==> config.mk <==
export PLATFORM = sky130hd
export DESIGN_NAME = nor_cmd_seq
export DESIGN_NICKNAME = d
export VERILOG_FILES = /design/src/rtl/nor_seq_pkg.sv /design/src/rtl/nor_seq_table.sv /design/src/rtl/nor_seq_pacer.sv /design/src/rtl/nor_seq_mode.sv /design/src/rtl/nor_cmd_seq.sv
export SDC_FILE = /design/constraint.sdc
export NUM_CORES = 1
export LEC_CHECK = 0
export CAP_MARGIN = 20
export CORE_ASPECT_RATIO = 1.75
export CORE_MARGIN = 2
export CORE_UTILIZATION = 40
export CTS_BUF_LIST = sky130_fd_sc_hd__clkbuf_8
export CTS_CLUSTER_SIZE = 25
export DETAILED_ROUTE_END_ITERATION = 10
export DONT_BUFFER_PORTS = 1
export GPL_ROUTABILITY_DRIVEN = 1
export HOLD_SLACK_MARGIN = 0.06
export PLACE_DENSITY_LB_ADDON = 0.15
export SLEW_MARGIN = 5
export SYNTH_ARGS = -nofsm -noshare
export SYNTH_HDL_FRONTEND = slang
export SYNTH_SLANG_ARGS = --single-unit
==> constraint.sdc <==
create_clock -name clk -period 2.4 [get_ports clk]
set_input_delay 0.12 -clock clk [delete_from_list [all_inputs] [get_ports clk]]
set_output_delay 0.12 -clock clk [all_outputs]
set_load 0.1 [all_outputs]
==> src/rtl/nor_seq_pkg.sv <==
package nor_seq_pkg;
  localparam int MAX_STEPS = 6;
  localparam int STEP_W    = $clog2(MAX_STEPS + 1);

  typedef enum logic [3:0] {
    OP_RESET      = 4'd0,
    OP_READ_ID    = 4'd1,
    OP_PROGRAM    = 4'd2,
    OP_BYP_ENTER  = 4'd3,
    OP_BYP_PROG   = 4'd4,
    OP_BYP_EXIT   = 4'd5,
    OP_CHIP_ERASE = 4'd6,
    OP_SECT_ERASE = 4'd7,
    OP_SUSPEND    = 4'd8,
    OP_RESUME     = 4'd9
  } op_e;

  typedef enum logic [1:0] {
    AD_ZERO,
    AD_UNLK1,
    AD_UNLK2,
    AD_TARGET
  } addr_sel_e;

  typedef enum logic [1:0] {
    PH_IDLE,
    PH_WRITE,
    PH_GAP
  } phase_e;
endpackage

==> src/rtl/nor_seq_table.sv <==
module nor_seq_table
  import nor_seq_pkg::*;
(
  input  logic [3:0]        op,
  input  logic [STEP_W-1:0] idx,
  output logic [STEP_W-1:0] len,
  output addr_sel_e         sel,
  output logic [7:0]        cmd,
  output logic              payload,
  output logic              known
);
  // two-write unlock prefix shared by several sequences
  logic [7:0] pre_cmd;
  addr_sel_e  pre_sel;
  logic       second;

  always_comb begin
    second  = (idx == STEP_W'(1)) || (idx == STEP_W'(4));
    pre_cmd = second ? 8'h55 : 8'hAA;
    pre_sel = second ? AD_UNLK2 : AD_UNLK1;
  end

  always_comb begin
    len     = STEP_W'(1);
    sel     = AD_ZERO;
    cmd     = 8'h00;
    payload = 1'b0;
    known   = 1'b1;
    case (op)
      OP_RESET:   cmd = 8'hF0;
      OP_SUSPEND: cmd = 8'hB0;
      OP_RESUME:  cmd = 8'h30;
      OP_READ_ID, OP_BYP_ENTER: begin
        len = STEP_W'(3);
        if (idx == STEP_W'(2)) begin
          sel = AD_UNLK1;
          cmd = (op == OP_READ_ID) ? 8'h90 : 8'h20;
        end else begin
          sel = pre_sel;
          cmd = pre_cmd;
        end
      end
      OP_PROGRAM: begin
        len = STEP_W'(4);
        if (idx == STEP_W'(3)) begin
          sel     = AD_TARGET;
          payload = 1'b1;
        end else if (idx == STEP_W'(2)) begin
          sel = AD_UNLK1;
          cmd = 8'hA0;
        end else begin
          sel = pre_sel;
          cmd = pre_cmd;
        end
      end
      OP_BYP_PROG: begin
        len = STEP_W'(2);
        if (idx == STEP_W'(1)) begin
          sel     = AD_TARGET;
          payload = 1'b1;
        end else begin
          cmd = 8'hA0;
        end
      end
      OP_BYP_EXIT: begin
        len = STEP_W'(2);
        cmd = (idx == STEP_W'(0)) ? 8'h90 : 8'h00;
      end
      OP_CHIP_ERASE, OP_SECT_ERASE: begin
        len = STEP_W'(6);
        if (idx == STEP_W'(5)) begin
          sel = (op == OP_SECT_ERASE) ? AD_TARGET : AD_UNLK1;
          cmd = (op == OP_SECT_ERASE) ? 8'h30 : 8'h10;
        end else if (idx == STEP_W'(2)) begin
          sel = AD_UNLK1;
          cmd = 8'h80;
        end else begin
          sel = pre_sel;
          cmd = pre_cmd;
        end
      end
      default: known = 1'b0;
    endcase
  end
endmodule

==> src/rtl/nor_seq_pacer.sv <==
module nor_seq_pacer
  import nor_seq_pkg::*;
#(
  parameter int GAP = 2
) (
  input  logic              clk,
  input  logic              rst_n,
  input  logic              start,
  input  logic [STEP_W-1:0] len,
  output logic              we,
  output logic              busy,
  output logic [STEP_W-1:0] idx,
  output logic              finish
);
  localparam int CNT_W = (GAP > 1) ? $clog2(GAP) : 1;
  localparam logic [CNT_W-1:0] CNT_LOAD = CNT_W'((GAP > 0) ? GAP - 1 : 0);

  phase_e            phase;
  logic [CNT_W-1:0]  cnt;
  logic [STEP_W-1:0] len_q;

  assign we     = (phase == PH_WRITE);
  assign busy   = (phase != PH_IDLE);
  assign finish = we && ((idx + STEP_W'(1)) == len_q);

  always_ff @(posedge clk) begin
    if (!rst_n) begin
      phase <= PH_IDLE;
      cnt   <= '0;
      idx   <= '0;
      len_q <= '0;
    end else begin
      case (phase)
        PH_IDLE: if (start) begin
          phase <= PH_WRITE;
          idx   <= '0;
          len_q <= len;
        end
        PH_WRITE: begin
          if (finish) begin
            phase <= PH_IDLE;
          end else if (GAP == 0) begin
            idx <= idx + STEP_W'(1);
          end else begin
            phase <= PH_GAP;
            cnt   <= CNT_LOAD;
          end
        end
        PH_GAP: begin
          if (cnt == '0) begin
            phase <= PH_WRITE;
            idx   <= idx + STEP_W'(1);
          end else begin
            cnt <= cnt - CNT_W'(1);
          end
        end
        default: phase <= PH_IDLE;
      endcase
    end
  end

  // a strobe is never followed directly by another one when a gap exists
  generate
    if (GAP > 0) begin : g_gap_chk
      a_r9_idle_after_write: assert property (@(posedge clk) disable iff (!rst_n)
        we |=> !we);
    end
  endgenerate

  a_r9_start_writes: assert property (@(posedge clk) disable iff (!rst_n)
    (start && !busy) |=> (we && idx == '0));

  a_r9_step_in_range: assert property (@(posedge clk) disable iff (!rst_n)
    we |-> (idx < len_q));
endmodule

==> src/rtl/nor_seq_mode.sv <==
module nor_seq_mode
  import nor_seq_pkg::*;
(
  input  logic       clk,
  input  logic       rst_n,
  input  logic       finish,
  input  logic [3:0] op,
  output logic       bypass,
  output logic       suspended
);
  always_ff @(posedge clk) begin
    if (!rst_n) begin
      bypass    <= 1'b0;
      suspended <= 1'b0;
    end else if (finish) begin
      if (op == OP_BYP_ENTER) bypass <= 1'b1;
      if (op == OP_BYP_EXIT)  bypass <= 1'b0;
      if (op == OP_SUSPEND)   suspended <= 1'b1;
      if (op == OP_RESUME)    suspended <= 1'b0;
    end
  end

  // modes move only when a sequence completes
  a_r5_bypass_moves_on_finish: assert property (@(posedge clk) disable iff (!rst_n)
    (bypass != $past(bypass)) |-> $past(finish));

  a_r7_suspend_moves_on_finish: assert property (@(posedge clk) disable iff (!rst_n)
    (suspended != $past(suspended)) |-> $past(finish));
endmodule

==> src/rtl/nor_cmd_seq.sv <==
module nor_cmd_seq
  import nor_seq_pkg::*;
#(
  parameter int ADDR_W = 20,
  parameter int DATA_W = 16,
  parameter int GAP    = 2
) (
  input  logic              clk,
  input  logic              rst_n,
  input  logic              byte_mode,
  input  logic              req_valid,
  output logic              req_ready,
  input  logic [3:0]        req_op,
  input  logic [ADDR_W-1:0] req_addr,
  input  logic [DATA_W-1:0] req_data,
  output logic              bus_we,
  output logic [ADDR_W-1:0] bus_addr,
  output logic [DATA_W-1:0] bus_data,
  output logic              busy,
  output logic              done,
  output logic              err
);
  localparam logic [ADDR_W-1:0] WORD_U1 = ADDR_W'('h555);
  localparam logic [ADDR_W-1:0] WORD_U2 = ADDR_W'('h2AA);
  localparam logic [ADDR_W-1:0] BYTE_U1 = ADDR_W'('hAAA);
  localparam logic [ADDR_W-1:0] BYTE_U2 = ADDR_W'('h555);

  logic [3:0]        op_q;
  logic [ADDR_W-1:0] addr_q;
  logic [DATA_W-1:0] data_q;
  logic              byte_q;

  logic              pace_busy, pace_we, finish;
  logic [STEP_W-1:0] idx, tbl_idx, tbl_len;
  logic [3:0]        tbl_op;
  addr_sel_e         sel;
  logic [7:0]        cmd;
  logic              payload, known;
  logic              bypass, suspended;
  logic              accept, refused, start;

  assign req_ready = !pace_busy;
  assign busy      = pace_busy;
  assign accept    = req_valid && req_ready;
  assign tbl_op    = pace_busy ? op_q : req_op;
  assign tbl_idx   = pace_busy ? idx  : '0;

  nor_seq_table u_table (
    .op      (tbl_op),
    .idx     (tbl_idx),
    .len     (tbl_len),
    .sel     (sel),
    .cmd     (cmd),
    .payload (payload),
    .known   (known)
  );

  always_comb begin
    refused = !known
           || (req_op == OP_BYP_PROG && !bypass)
           || (req_op == OP_RESUME   && !suspended);
    start   = accept && !refused;
  end

  always_ff @(posedge clk) begin
    if (!rst_n) begin
      op_q   <= '0;
      addr_q <= '0;
      data_q <= '0;
      byte_q <= 1'b0;
      done   <= 1'b0;
      err    <= 1'b0;
    end else begin
      if (start) begin
        op_q   <= req_op;
        addr_q <= req_addr;
        data_q <= req_data;
        byte_q <= byte_mode;
      end
      done <= finish || (accept && refused);
      err  <= accept && refused;
    end
  end

  nor_seq_pacer #(.GAP(GAP)) u_pacer (
    .clk    (clk),
    .rst_n  (rst_n),
    .start  (start),
    .len    (tbl_len),
    .we     (pace_we),
    .busy   (pace_busy),
    .idx    (idx),
    .finish (finish)
  );

  nor_seq_mode u_mode (
    .clk       (clk),
    .rst_n     (rst_n),
    .finish    (finish),
    .op        (op_q),
    .bypass    (bypass),
    .suspended (suspended)
  );

  always_comb begin
    bus_we   = pace_we;
    bus_addr = '0;
    bus_data = '0;
    if (pace_we) begin
      case (sel)
        AD_UNLK1:  bus_addr = byte_q ? BYTE_U1 : WORD_U1;
        AD_UNLK2:  bus_addr = byte_q ? BYTE_U2 : WORD_U2;
        AD_TARGET: bus_addr = addr_q;
        default:   bus_addr = '0;
      endcase
      if (payload) bus_data = byte_q ? DATA_W'(data_q[7:0]) : data_q;
      else         bus_data = DATA_W'(cmd);
    end
  end

  // refusals produce a flagged completion and no sequence
  a_r10_err_with_done: assert property (@(posedge clk) disable iff (!rst_n)
    err |-> done);

  a_r6_bypass_prog_refused: assert property (@(posedge clk) disable iff (!rst_n)
    (accept && req_op == OP_BYP_PROG && !bypass) |=> (err && !busy && !bus_we));

  a_r7_resume_refused: assert property (@(posedge clk) disable iff (!rst_n)
    (accept && req_op == OP_RESUME && !suspended) |=> (err && !busy && !bus_we));

  a_r10_done_after_write: assert property (@(posedge clk) disable iff (!rst_n)
    (done && !err) |-> ($past(bus_we) && !busy));

  a_r1_busy_needs_accept: assert property (@(posedge clk) disable iff (!rst_n)
    $rose(busy) |-> $past(req_valid && req_ready));
endmodule

==> impl_metrics.ini <==
[logic_synthesis]
syn_area_per_cell_um2 = 8.66
synth_fp_nets = 414
synthCells = 369
synth_flop_cell = dfxtp_1
syn_area_um2 = 3190
synth-edff-count = 0
ys_ff_latch = 54
ys_async_sr_fraction = 0
synth_top_cell_area_share = 0.338
synth_area_leaders = dfxtp_1, mux2i_1, nor2b_1
yosysTopAreaCell = dfxtp_1
yosysWarningCount = 0
ys_seq_area_frac = 0.338
synth_cell_types = 58

[power]
power.density_nw_per_um2 = 470
p_seq_frac = 0.415
switching_share = 0.366
vdd_ir_drop_max_uv = 558
power.share.clock = 0.228
power.leakage_uw = 0.00200
comb_power_share = 0.357
switchingPower_uw = 901
intPower_uw = 1560

[floorplan]
dieArea_um2 = 8740
start_util = 0.407
row_count = 43
io_pins = 85
die_h_um = 122
core_region_area_um2 = 7860
die_w_um = 71.6

[critical_path]
critPathKind = reg2out
worstPathArrival_ns = 2.55
path_max_fanout = 15
critical_path_required_ns = 2.28
start_kind = flip-flop
end_kind = output pin

[drt]
postRouteAntennaNets = 0
route.detailed.drc = 0
top_layer_used = met4
viasPerCell = 5.51
met2_length_mm = 5.45
routed-wl-met3_um = 434
wl_mm = 10.2
wl_met1_mm = 3.79
dr_total_vias = 3121
first_pass_iters = 4
first_iter_violations = 219
wl_per_cell_um = 18.1

[clocking]
cts_tree = done
clk_pin_slew_ns = 0.11
clockBufferDepth = 2
clk_latency_ns = 0.32
clock_sinks = 54
cts-htree-levels = 2
cts-root-buf = clkbuf_8
numCtsBuffers = 5

[outcome]
outcome = finished with violations
violations = negative setup slack

[sta]
tightest_slew_ns = 0.939
max_slew_margin = 0.373
fin_crit_sh = 1.11
fin_tns_setup_ns = -5.45
rsz0062_at_grt = yes
skew_ns = 0.0130
setup_viol = 36
final-hold-violation-count = 0
worst_slack_ns = -0.272
max_freq_mhz = 374
min_period_ns = 2.67
slew_viol_final = 0

[global_route]
track_usage = 0.235
grt_max_degree = 57
grt_pass1_vias = 3227
antenna_found_initial = 0
grt_overflow_total = 0
grt_pass1_wl_mm = 16.1

[hold_path]
hold_class = in2reg

[finish]
drive_gt1_frac = 0.374
utilization = 0.666
syn_to_final_growth_pct = 63.9
nets = 520
antenna_cells = 0

[placement]
dp_hpwl_mm = 6.84
portBuffers = 0
routabilityCongestion = 0.960

[run]
cap_violations = 0
power groups by stage:
stage / combinational (uW) / clock [uW] / sequential [uW]
floorplan: 538 / 0 / 1030
global placement: 689 / 0 / 1040
CTS: 836 / 584 / 1020
detailed placement: 698 / 0 / 1040
global route: 930 / 615 / 1030
finish: 878 / 563 / 1020
through the flow:
step,cells,hold WS (ns),cell area [um^2],power [uW],setup slack (ns)
global placement,499,0.253,4270,1730,-0.0245
finish,566,0.136,5240,2460,-0.272
global route,566,0.135,5240,2580,-0.360
CTS,560,0.123,5050,2440,-0.266
floorplan,369,0.280,3460,1560,-0.0847
detailed placement,499,0.257,4270,1740,-0.0294
worst max-delay path, stage by stage (launching register included):
cell and delay, ns:
dfxtp_4 0.37, or2_4 0.30, mux2_4 0.33, a22o_4 0.26, o31ai_4 0.22, buf_6 0.16
nor2_4 0.04, buf_12 0.14, a21o_2 0.23, buf_12 0.16
what timing repair did:
action / in CTS / in global routing
resized for setup: 38 / 34
buffers inserted: 11 / 6
pin swaps: 10 / 23
hold buffers: 43 / 0
setup endpoints to repair: 36 / 56
hold endpoints to repair: 54 / 0
cloned: 0 / 1
final timing paths:
kind	start	end	slack, ns	cells past startpoint
setup / recovery	u_pacer.phase[0]	bus_addr[1]	-0.27	9
setup reg to reg	u_mode.bypass	u_pacer.idx[1]	0.15	8
hold / removal	rst_n	u_pacer.len_q[1]	0.14	2
hold reg to reg	u_pacer.len_q[0]	u_pacer.len_q[0]	0.49	2
area by class of cell:
cell class,count,area [um^2]
clock inverter,3,28.8
sequential,54,1090
fill,614,2620
tap,90,113
multi-input combinational,280,2450
inverter,9,36.3
timing repair buffer,125,1450
clock buffer,5,68.8
state kept, by name, summed over array words and instances (netlist names):
| signal | count |
|---|---|
| u_mode.bypass | 1 |
| data_q | 16 |
| u_mode.suspended | 1 |
| u_pacer.phase | 2 |
| err | 1 |
| u_pacer.len_q | 3 |
| u_pacer.idx | 3 |
| done | 1 |
| addr_q | 20 |
| op_q | 4 |
| u_pacer.cnt | 1 |
| byte_q | 1 |
cells in the mapped netlist (2+ instances only):
cell type,number
a21boi_1,2
mux2i_1,43
a21o_1,10
nand2_1,20
o211a_1,2
clkbuf_1,14
dfxtp_1,54
o21ai_0,8
buf_2,8
nor4_1,4
nor3_1,5
nand3_1,9
and3_1,3
o21ai_1,6
and2_1,20
o211ai_1,2
o2111ai_1,3
o41ai_1,2
xnor2_1,2
inv_1,8
buf_6,4
nor2_1,21
o22ai_1,2
a22oi_1,2
a21oi_1,23
or3b_2,2
a21boi_0,4
nand2b_1,7
nor2b_1,50
logic make-up (layout without fill, tap and decap cells):
family | Yosys count | count (layout) | share of synthesized area
AOI/OAI and AO/OA | 79 | 79 | 0.179
xor gates and xnor gates | 4 | 4 | 0.0153
adders and majority gates | 1 | 1 | 0.00392
buffers and inverters | 35 | 142 | 0.0537
DFF | 54 | 54 | 0.338
muxes | 44 | 44 | 0.139
and+or+nand+nor | 152 | 152 | 0.270
cell usage in the layout (no fill, tap or decap), types with 3 or more instances in the layout:
cell / netlist / routed
nor3_1: 5 / 3
dlygate4sd3_1: 0 / 42
clkbuf_8: 0 / 5
dfxtp_1: 54 / 52
buf_4: 0 / 45
a21oi_4: 0 / 10
a21o_4: 0 / 4
nand3_1: 9 / 7
nor2b_1: 50 / 49
o21ai_4: 0 / 6
and2_4: 0 / 18
buf_12: 0 / 28
inv_1: 8 / 8
nor2_1: 21 / 19
mux2i_1: 43 / 43
nand2b_1: 7 / 7
o21ai_0: 8 / 6
buf_6: 4 / 9
a21oi_2: 0 / 3
nand2_1: 20 / 18
nor4_1: 4 / 3
a21oi_1: 23 / 10
a21o_2: 0 / 5
a21boi_0: 4 / 4
routing by layer:
metal	vias up	track usage
li1	1492	-
met1	1486	0.252
met2	111	0.426
met3	32	0.0402
met4	0	0.134
met5	-	0
Note: power is estimated with default switching activity, not from simulation.
